File: config.mk
export PLATFORM = sky130hd
export DESIGN_NAME = eprom_prog_seq
export DESIGN_NICKNAME = d
export VERILOG_FILES = /design/src/rtl/eprom_prog_pkg.sv /design/src/rtl/eprom_prog_timer.sv /design/src/rtl/eprom_prog_fsm.sv /design/src/rtl/eprom_prog_seq.sv
export SDC_FILE = /design/constraint.sdc
export NUM_CORES = 1
export LEC_CHECK = 0
export BUFFER_PORTS_ARGS = -buffer_cell sky130_fd_sc_hd__buf_2
export CAP_MARGIN = 20
export CORE_ASPECT_RATIO = 1.5
export CORE_MARGIN = 2
export CORE_UTILIZATION = 46
export CTS_CLUSTER_SIZE = 20
export DETAILED_ROUTE_END_ITERATION = 12
export PLACE_DENSITY = 0.75
export SLEW_MARGIN = 15
export SYNTH_ARGS = -nofsm -noshare
export SYNTH_HDL_FRONTEND = slang
export SYNTH_SLANG_ARGS = --single-unit
File: constraint.sdc
create_clock -name clk -period 3.4 [get_ports clk]
set_input_delay 0.68 -clock clk [delete_from_list [all_inputs] [get_ports clk]]
set_output_delay 0.68 -clock clk [all_outputs]
set_load 0.02 [all_outputs]
File: src/rtl/eprom_prog_pkg.sv
package eprom_prog_pkg;
  typedef enum logic [3:0] {
    S_IDLE,
    S_FETCH,
    S_LOAD,
    S_PULSE,
    S_SETTLE,
    S_NEXT,
    S_VFETCH,
    S_VLOAD,
    S_VSETTLE
  } seq_state_e;

  function automatic logic in_burn_pass(input seq_state_e s);
    return (s == S_FETCH) || (s == S_LOAD) || (s == S_PULSE) ||
           (s == S_SETTLE) || (s == S_NEXT);
  endfunction

  function automatic logic in_margin_pass(input seq_state_e s);
    return (s == S_VFETCH) || (s == S_VLOAD) || (s == S_VSETTLE);
  endfunction
endpackage

File: src/rtl/eprom_prog_timer.sv
module eprom_prog_timer #(
  parameter int TW = 8
) (
  input  logic          clk,
  input  logic          rst,
  input  logic          load,
  input  logic [TW-1:0] load_val,
  output logic          expired
);
  logic [TW-1:0] cnt_q;

  always_ff @(posedge clk) begin
    if (rst)                cnt_q <= '0;
    else if (load)          cnt_q <= load_val;
    else if (cnt_q != '0)   cnt_q <= cnt_q - 1'b1;
  end

  assign expired = (cnt_q == '0);
endmodule

File: src/rtl/eprom_prog_fsm.sv
module eprom_prog_fsm
  import eprom_prog_pkg::*;
#(
  parameter int AW         = 16,
  parameter int DW         = 16,
  parameter int MAX_PULSES = 25,
  parameter int PULSE_CYC  = 5000,
  parameter int SETTLE_CYC = 4,
  parameter int TW         = 13
) (
  input  logic          clk,
  input  logic          rst,
  input  logic          start,
  input  logic [DW-1:0] img_data,
  input  logic [DW-1:0] mem_rdata,
  input  logic          tmr_expired,
  output logic          tmr_load,
  output logic [TW-1:0] tmr_val,
  output logic          busy,
  output logic          done,
  output logic          fail,
  output logic [AW-1:0] fail_addr,
  output logic [AW-1:0] addr,
  output logic [DW-1:0] wdata,
  output logic          wdata_oe,
  output logic          ce_n,
  output logic          oe_n,
  output logic          pgm_n,
  output logic          vpp_prog,
  output logic          vcc_prog,
  output logic          vcc_vfy
);
  localparam int            PCW       = $clog2(MAX_PULSES + 1);
  localparam logic [AW-1:0] LAST_ADDR = '1;
  localparam logic [DW-1:0] BLANK     = '1;
  localparam logic [TW-1:0] PULSE_LD  = TW'(PULSE_CYC - 1);
  localparam logic [TW-1:0] SETTLE_LD = TW'(SETTLE_CYC - 1);

  seq_state_e     st_q, st_d;
  logic [DW-1:0]  word_q;
  logic [PCW-1:0] pcnt_q;
  logic           match, end_ok, end_bad;

  assign match = (mem_rdata == word_q);
  assign wdata = word_q;

  always_comb begin
    st_d     = st_q;
    tmr_load = 1'b0;
    tmr_val  = '0;
    end_ok   = 1'b0;
    end_bad  = 1'b0;
    case (st_q)
      S_IDLE:   if (start) st_d = S_FETCH;
      S_FETCH:  st_d = S_LOAD;
      S_LOAD:
        if (img_data == BLANK) st_d = S_NEXT;
        else begin
          st_d = S_PULSE; tmr_load = 1'b1; tmr_val = PULSE_LD;
        end
      S_PULSE:
        if (tmr_expired) begin
          st_d = S_SETTLE; tmr_load = 1'b1; tmr_val = SETTLE_LD;
        end
      S_SETTLE:
        if (tmr_expired) begin
          if (match) st_d = S_NEXT;
          else if (pcnt_q >= PCW'(MAX_PULSES)) begin
            st_d = S_IDLE; end_bad = 1'b1;
          end else begin
            st_d = S_PULSE; tmr_load = 1'b1; tmr_val = PULSE_LD;
          end
        end
      S_NEXT:   st_d = (addr == LAST_ADDR) ? S_VFETCH : S_FETCH;
      S_VFETCH: st_d = S_VLOAD;
      S_VLOAD: begin
        st_d = S_VSETTLE; tmr_load = 1'b1; tmr_val = SETTLE_LD;
      end
      S_VSETTLE:
        if (tmr_expired) begin
          if (!match) begin
            st_d = S_IDLE; end_bad = 1'b1;
          end else if (addr == LAST_ADDR) begin
            st_d = S_IDLE; end_ok = 1'b1;
          end else st_d = S_VFETCH;
        end
      default:  st_d = S_IDLE;
    endcase
  end

  always_ff @(posedge clk) begin
    if (rst) begin
      st_q      <= S_IDLE;
      addr      <= '0;
      word_q    <= '0;
      pcnt_q    <= '0;
      done      <= 1'b0;
      fail      <= 1'b0;
      fail_addr <= '0;
      busy      <= 1'b0;
      ce_n      <= 1'b1;
      oe_n      <= 1'b1;
      pgm_n     <= 1'b1;
      wdata_oe  <= 1'b0;
      vpp_prog  <= 1'b0;
      vcc_prog  <= 1'b0;
      vcc_vfy   <= 1'b0;
    end else begin
      st_q <= st_d;
      case (st_q)
        S_IDLE:
          if (start) begin
            addr <= '0; done <= 1'b0; fail <= 1'b0; fail_addr <= '0;
          end
        S_LOAD: begin
          word_q <= img_data;
          pcnt_q <= (img_data == BLANK) ? '0 : PCW'(1);
        end
        S_SETTLE:  if (st_d == S_PULSE) pcnt_q <= pcnt_q + 1'b1;
        S_NEXT:    addr <= addr + 1'b1;  // wraps to 0 for the margin pass
        S_VLOAD:   word_q <= img_data;
        S_VSETTLE: if (st_d == S_VFETCH) addr <= addr + 1'b1;
        default: ;
      endcase
      if (end_ok) done <= 1'b1;
      if (end_bad) begin
        done <= 1'b1; fail <= 1'b1; fail_addr <= addr;
      end
      busy     <= (st_d != S_IDLE);
      ce_n     <= !((st_d == S_PULSE) || (st_d == S_SETTLE) || (st_d == S_VSETTLE));
      oe_n     <= !((st_d == S_SETTLE) || (st_d == S_VSETTLE));
      pgm_n    <= (st_d != S_PULSE);
      wdata_oe <= (st_d == S_PULSE);
      vpp_prog <= in_burn_pass(st_d);
      vcc_prog <= in_burn_pass(st_d);
      vcc_vfy  <= in_margin_pass(st_d);
    end
  end
endmodule

File: src/rtl/eprom_prog_seq.sv
module eprom_prog_seq #(
  parameter int AW         = 16,
  parameter int DW         = 16,
  parameter int CLK_HZ     = 50_000_000,
  parameter int PULSE_US   = 100,
  parameter int MAX_PULSES = 25,
  parameter int SETTLE_CYC = 4
) (
  input  logic          clk,
  input  logic          rst,
  input  logic          start,
  output logic          busy,
  output logic          done,
  output logic          fail,
  output logic [AW-1:0] fail_addr,
  output logic [AW-1:0] img_addr,
  input  logic [DW-1:0] img_data,
  output logic [AW-1:0] mem_addr,
  output logic [DW-1:0] mem_wdata,
  output logic          mem_wdata_oe,
  input  logic [DW-1:0] mem_rdata,
  output logic          mem_ce_n,
  output logic          mem_oe_n,
  output logic          mem_pgm_n,
  output logic          vpp_prog_en,
  output logic          vcc_prog_en,
  output logic          vcc_vfy_en
);
  localparam int PULSE_RAW = (CLK_HZ / 1000) * PULSE_US / 1000;
  localparam int PULSE_CYC = (PULSE_RAW < 1) ? 1 : PULSE_RAW;
  localparam int SET_CYC   = (SETTLE_CYC < 1) ? 1 : SETTLE_CYC;
  localparam int LONGEST   = (PULSE_CYC > SET_CYC) ? PULSE_CYC : SET_CYC;
  localparam int TW        = $clog2(LONGEST + 1);

  logic          tmr_load, tmr_expired;
  logic [TW-1:0] tmr_val;
  logic [AW-1:0] addr;

  assign img_addr = addr;
  assign mem_addr = addr;

  eprom_prog_timer #(.TW(TW)) u_timer (
    .clk      (clk),
    .rst      (rst),
    .load     (tmr_load),
    .load_val (tmr_val),
    .expired  (tmr_expired)
  );

  eprom_prog_fsm #(
    .AW(AW), .DW(DW), .MAX_PULSES(MAX_PULSES),
    .PULSE_CYC(PULSE_CYC), .SETTLE_CYC(SET_CYC), .TW(TW)
  ) u_fsm (
    .clk         (clk),
    .rst         (rst),
    .start       (start),
    .img_data    (img_data),
    .mem_rdata   (mem_rdata),
    .tmr_expired (tmr_expired),
    .tmr_load    (tmr_load),
    .tmr_val     (tmr_val),
    .busy        (busy),
    .done        (done),
    .fail        (fail),
    .fail_addr   (fail_addr),
    .addr        (addr),
    .wdata       (mem_wdata),
    .wdata_oe    (mem_wdata_oe),
    .ce_n        (mem_ce_n),
    .oe_n        (mem_oe_n),
    .pgm_n       (mem_pgm_n),
    .vpp_prog    (vpp_prog_en),
    .vcc_prog    (vcc_prog_en),
    .vcc_vfy     (vcc_vfy_en)
  );
endmodule

==> out/results.ini, run 1 <==
[power]
intPower_mw=2.09
switching_power_mw=1.14
sw_frac_of_total_pct=35.2
finalPower_mw=3.23
p_clk_share_pct=29.5
p_leak_nw=1.97
pwr-share-comb_pct=33.1
p_seq_share_pct=37.3
vdd_drop_max_mv=0.338
power_density_nw_per_um2=683

[global_routing]
track_usage_pct=21.6
grt_first_pass_wirelength_mm=15.9
grt_max_degree=41
grt_pass1_vias=3535
antenna_found_initial=0
gr-usage-met1_pct=23.5
overflow=0
busiest_layer=met2
grtUsageMet3_pct=4.14
met2_usage_pct=38.7

[sta]
tightest_slew_ns=0.903
skew_ns=0.00770
fin_crit_ns=3.00
hold_viol_final=0
fin_ws_ns=0.401
post-route-period-util_pct=88.2
fin_tns_setup_ns=0
rsz0062_at_grt=no
max_slew_margin_pct=39.5
timing.hold.ws_ns=0.461
setup_violations=0
drv_slew=0
fmax_mhz=333

[final_layout]
layout_common_cells=buf_2 (108), dfxtp_1 (79), nand2_1 (57)
drive_gt1_share_pct=25.3
ff_latch_area_sq_um=1580
area.growth.synth_to_final_pct=21.0
nNetsFinal=616
multi_input_area_sq_um=2070
n_antenna_cell=0
final_common_cell=buf_2
n_fill_cell=767
stdcell_area_sq_um=4730

[detailed_routing]
firstDrtPassIters=4
wl_per_cell_microns=14.5
dr_total_vias=3865
post-route-drc-count=0
drtIter0Drc=177
wirelength_mm=9.99
antenna_left=0
vias_per_cell=5.61

[setup_path]
slowest_delay_ns=0.61
crit_chain=inv_1 > ha_1 > or3b_2 > or4_1 > or4_4 > nand2_4 > a31oi_1 > a311oi_1
reg2reg_to=u_fsm.addr[5]$_SDFFE_PP0P_
cp.depth=8
start_kind=flip-flop
worstRegToRegCells=8
slowest_stage=or4_4
arrival_ns=3.24
cp_top_family=simple AND/OR/NAND/NOR gates
crit_start=u_timer.cnt_q[0]$_SDFFE_PP0P_
path_buf_inv=1
r2r-start=u_timer.cnt_q[0]$_SDFFE_PP0P_
crit_required_ns=3.64
crit_path_end=u_fsm.addr[5]$_SDFFE_PP0P_
crit_fanout=10
critical_path_class=flip-flop to flip-flop
r2r_slack_ns=0.40
critical_path.endpoint_type=flip-flop

[clock_tree]
post_cts_resized=0
clk_latency_ns=0.34
cts.path.max_buffers=2
h-tree-depth=3
cts_root_buf=clkbuf_16
cts_hold_buf=0
clk_pin_slew_ns=0.06
cts_tree=done
cts_sinks=79
postCtsSetupRepairBufs=0
cts_buffers=9

[place]
place_ws_ns=0.458
placed_area_sq_um=4430
gp_congestion=0.883
dpl.hpwl_mm=7.27
io_buffers=108

[synthesis]
syn_inst=491
yosys_warnings=0
synthTopCellsByArea=dfxtp_1 (40%), a21oi_1 (7.2%), nand2_1 (5.5%), xor2_1 (4.0%), o21ai_0 (4.0%)
async_flop_share_pct=0
synth_top_area_share_pct=40.4
synth-edff-count=0
syn_area_sq_um=3910
ys_seq_area_share_pct=40.4
synth_nets=530
syn_avg_cell_area_sq_um=7.97
synth.largest_area_cell=dfxtp_1
ys.flop_type=dfxtp_1
ys_ff_latch=79
ys_types=55

[worst_hold_path]
hp-start=u_fsm.fail_addr[1]$_SDFFE_PP0P_
hp-class=flip-flop to flip-flop

[outcome]
status=completed

[floorplanning]
initial_core_util_pct=46.8
die_y_microns=117
die-area_sq_um=9280
io_pins=109
core.rowCount=41
core_sq_um=8360
die_width_microns=79.3

[flow_run]
cap_violations=0

[per-layer routing]
layer / vias up / share of wire, %
li1: 1915 / -
met5: - / 0
met1: 1767 / 40
met4: 0 / 3.0
met3: 28 / 6.1
met2: 155 / 51
[stage by stage]
stage | instances | util [%]
CTS | 689 | 56.6
finish | 689 | 56.6
global route | 689 | 56.6
floorplan | 491 | -
detailed placement | 673 | 53.0
global placement | 673 | 53.0
[sequential cells by signal, indices dropped and copies added (netlist names)]
signal,count
u_fsm.oe_n,1
u_fsm.done,1
u_fsm.addr,16
u_fsm.busy,1
u_fsm.wdata_oe,1
u_fsm.fail_addr,16
u_fsm.pcnt_q,5
u_fsm.pgm_n,1
u_timer.cnt_q,13
u_fsm.fail,1
u_fsm.ce_n,1
u_fsm.st_q,4
u_fsm.vcc_vfy,1
u_fsm.vpp_prog,1
u_fsm.wdata,16
[synth_stat cells (all sizes together) (3+ instances only)]
master / instances
buf: 22
nor4: 10
nor2: 37
nand3: 28
and2: 8
a311oi: 8
nand3b: 4
clkbuf: 23
a21oi: 57
and3: 6
or4: 4
inv: 4
nand4: 9
or3: 4
nand2: 58
a211oi: 4
dfxtp: 79
ha: 4
nor3: 21
a31oi: 9
nor2b: 4
o21ai: 33
xnor2: 9
nand2b: 3
a21o: 3
xor2: 18
[tightest hold or removal path, stage by stage (launching register included)]
cell     delay, ns
dfxtp_1       0.31
nand3_1       0.06
a21oi_1       0.05
[power groups by stage]
stage	registers, mW	clock network, mW	logic, mW
3_3_place_gp	1.22	0	1.04
6_report	1.21	0.955	1.07
2_1_floorplan	1.24	0	0.780
5_1_grt	1.23	1.01	1.20
3_5_place_dp	1.22	0	1.07
4_1_cts	1.20	0.969	1.08
[cell type report]
| cell class | instances | share of cell area, % |
|---|---|---|
| multi-input cells | 363 | 43.8 |
| flip-flops and latches | 79 | 33.4 |
| repair buffers | 120 | 13.3 |
| clock buffers | 11 | 5.13 |
| well taps | 107 | 2.83 |
| clock inverters | 5 | 1.22 |
| inverters | 4 | 0.317 |
[logic make-up (layout without fill, tap and decap cells)]
family                   Yosys count  after routing  share of synthesized area, %
AND/OR/NAND/NOR                  203            203                          25.9
AO/OA/AOI/OAI                    127            127                          19.3
flip-flops                        79             79                          40.4
XOR/XNOR                          27             27                          6.04
multiplexers                       2              2                         0.512
buffers and inverters             49            140                          6.62
adder cells (fa/ha/maj)            4              4                          1.28
[how the worst min path moves through the flow]
stage	to	slack (ns)	depth (start not counted)
floorplan	u_fsm.pcnt_q[4]$_SDFFE_PP0P_	0.45	2
global placement	u_fsm.fail$_SDFFE_PP0P_	0.44	2
detailed placement	u_fsm.fail_addr[7]$_SDFFE_PP0P_	0.45	2
CTS	u_fsm.fail$_SDFFE_PP0P_	0.47	2
global route	u_fsm.fail_addr[15]$_SDFFE_PP0P_	0.48	2
finish	u_fsm.fail_addr[1]$_SDFFE_PP0P_	0.46	2
Power figures use the tool's default switching activity.
==> run 2, diff against run 1 <==
- CELL_PAD_IN_SITES_DETAIL_PLACEMENT: unset -> 0
- CELL_PAD_IN_SITES_GLOBAL_PLACEMENT: unset -> 1
- CORE_UTILIZATION: 46 -> 38
- PLACE_DENSITY: 0.75 -> 0.83
- REMOVE_ABC_BUFFERS: unset -> 1
==> out/results.ini, run 2 (same netlist as run 1, synthesis figures left out) <==
[power]
switching_power_mw=1.14
intPower_mw=2.08
sw_frac_of_total_pct=35.4
p_clk_share_pct=29.2
p_seq_share_pct=37.1
p_leak_nw=1.98
vdd_drop_max_mv=0.320
finalPower_mw=3.22
power_density_nw_per_um2=682
pwr-share-comb_pct=33.6

[sta]
fin_tns_setup_ns=0
hold_viol_final=0
fmax_mhz=316
tightest_slew_ns=0.968
rsz0062_at_grt=no
skew_ns=0.00821
post-route-period-util_pct=93.1
setup_violations=0
fin_crit_ns=3.16
fin_ws_ns=0.235
max_slew_margin_pct=35.2
drv_slew=0

[floorplanning]
initial_core_util_pct=38.8
core.rowCount=45
die_width_microns=86.9
die-area_sq_um=11100
die_y_microns=128
io_pins=109
core_sq_um=10100

[global_routing]
antenna_found_initial=0
track_usage_pct=18.5
grt_pass1_vias=3536
grt_max_degree=33
grt_first_pass_wirelength_mm=16.5
overflow=0

[detailed_routing]
firstDrtPassIters=4
wl_per_cell_microns=14.7
dr_total_vias=3843
vias_per_cell=5.51
wirelength_mm=10.3
drtIter0Drc=180
post-route-drc-count=0
antenna_left=0

[clock_tree]
post_cts_resized=0
postCtsSetupRepairBufs=0
cts.path.max_buffers=2
clk_pin_slew_ns=0.06
clk_latency_ns=0.34
h-tree-depth=3
cts_root_buf=clkbuf_16
cts_buffers=9
cts_sinks=79
cts_tree=done
cts_hold_buf=0

[setup_path]
crit_fanout=14
start_kind=flip-flop
crit_required_ns=3.61
crit_chain=inv_1 > ha_1 > or3b_2 > or4_1 > or4_4 > a31oi_2 > nand3_2 > nor3b_1
slowest_delay_ns=0.66
critical_path_class=flip-flop to flip-flop
critical_path.endpoint_type=flip-flop
path_buf_inv=1
arrival_ns=3.37
cp_top_family=simple AND/OR/NAND/NOR gates
slowest_stage=or4_1

[worst_hold_path]
hp-class=flip-flop to flip-flop

[place]
gp_congestion=0.885
placed_area_sq_um=4440
place_ws_ns=0.253
dp.cells=682
dpl.hpwl_mm=7.46
io_buffers=108

[final_layout]
final_common_cell=buf_2
stdcell_area_sq_um=4730
final_cells=698
layout_common_cells=buf_2 (108), dfxtp_1 (79), nand2_1 (57)
nNetsFinal=615
area.growth.synth_to_final_pct=20.9
drive_gt1_share_pct=25.0
n_antenna_cell=0

[outcome]
status=completed

[flow_run]
cap_violations=0

## run 2: cell types whose count changed in the layout (fill, tap and decap cells not counted)
cell | previous run | this run
clkbuf_1 | 1 | 2
clkinv_2 | 1 | 3
clkinvlp_4 | 3 | 0
buf_4 | 12 | 11
## run 2: worst reg2reg max path: stages, from the launching register on
cell and delay [ns]:
dfxtp_1 0.33, inv_1 0.10, ha_1 0.24, or3b_2 0.50, or4_1 0.66, or4_4 0.64
a31oi_2 0.29, nand3_2 0.12, nor3b_1 0.16
## run 2: per-layer routing
layer	GRT usage [%]	up-vias	share of wire (%)	wire, microns
met5	0	-	0	0
met4	6.62	0	1.8	188
met3	5.41	16	6.5	672
met2	32.1	135	51	5190
met1	21.2	1782	41	4210
li1	-	1910	-	-
## run 2: metrics by stage
step	hold WS, ns	util, %
floorplan	0.444	-
global placement	0.443	44.0
detailed placement	0.449	44.0
CTS	0.457	46.9
global route	0.497	46.9
finish	0.453	46.9
## run 2: final cells by class
| cell class | count | area [sq um] |
|---|---|---|
| inverter | 4 | 15.0 |
| tap | 117 | 146 |
| sequential | 79 | 1580 |
| timing repair buffer | 119 | 623 |
| fill | 1022 | 5350 |
| clock buffer | 12 | 246 |
| clock inverter | 4 | 45.0 |
| multi-input combinational | 363 | 2070 |
## run 2: power by group through the flow
stage / clock network (mW) / logic, mW / registers [mW]
2_1_floorplan: 0 / 0.682 / 1.27
3_3_place_gp: 0 / 1.06 / 1.21
3_5_place_dp: 0 / 1.08 / 1.21
4_1_cts: 0.963 / 1.09 / 1.20
5_1_grt: 1.00 / 1.21 / 1.22
6_report: 0.942 / 1.08 / 1.20
## run 2: final timing paths
| kind | start | endpoint | slack (ns) | depth (start not counted) |
|---|---|---|---|---|
| hold reg to reg | u_fsm.fail$_SDFFE_PP0P_ | u_fsm.fail$_SDFFE_PP0P_ | 0.45 | 2 |
| hold / removal | u_fsm.fail$_SDFFE_PP0P_ | u_fsm.fail$_SDFFE_PP0P_ | 0.45 | 2 |
| setup reg to reg | u_timer.cnt_q[0]$_SDFFE_PP0P_ | u_fsm.ce_n$_SDFF_PP1_ | 0.24 | 8 |
| setup / recovery | u_timer.cnt_q[0]$_SDFFE_PP0P_ | u_fsm.ce_n$_SDFF_PP1_ | 0.24 | 8 |
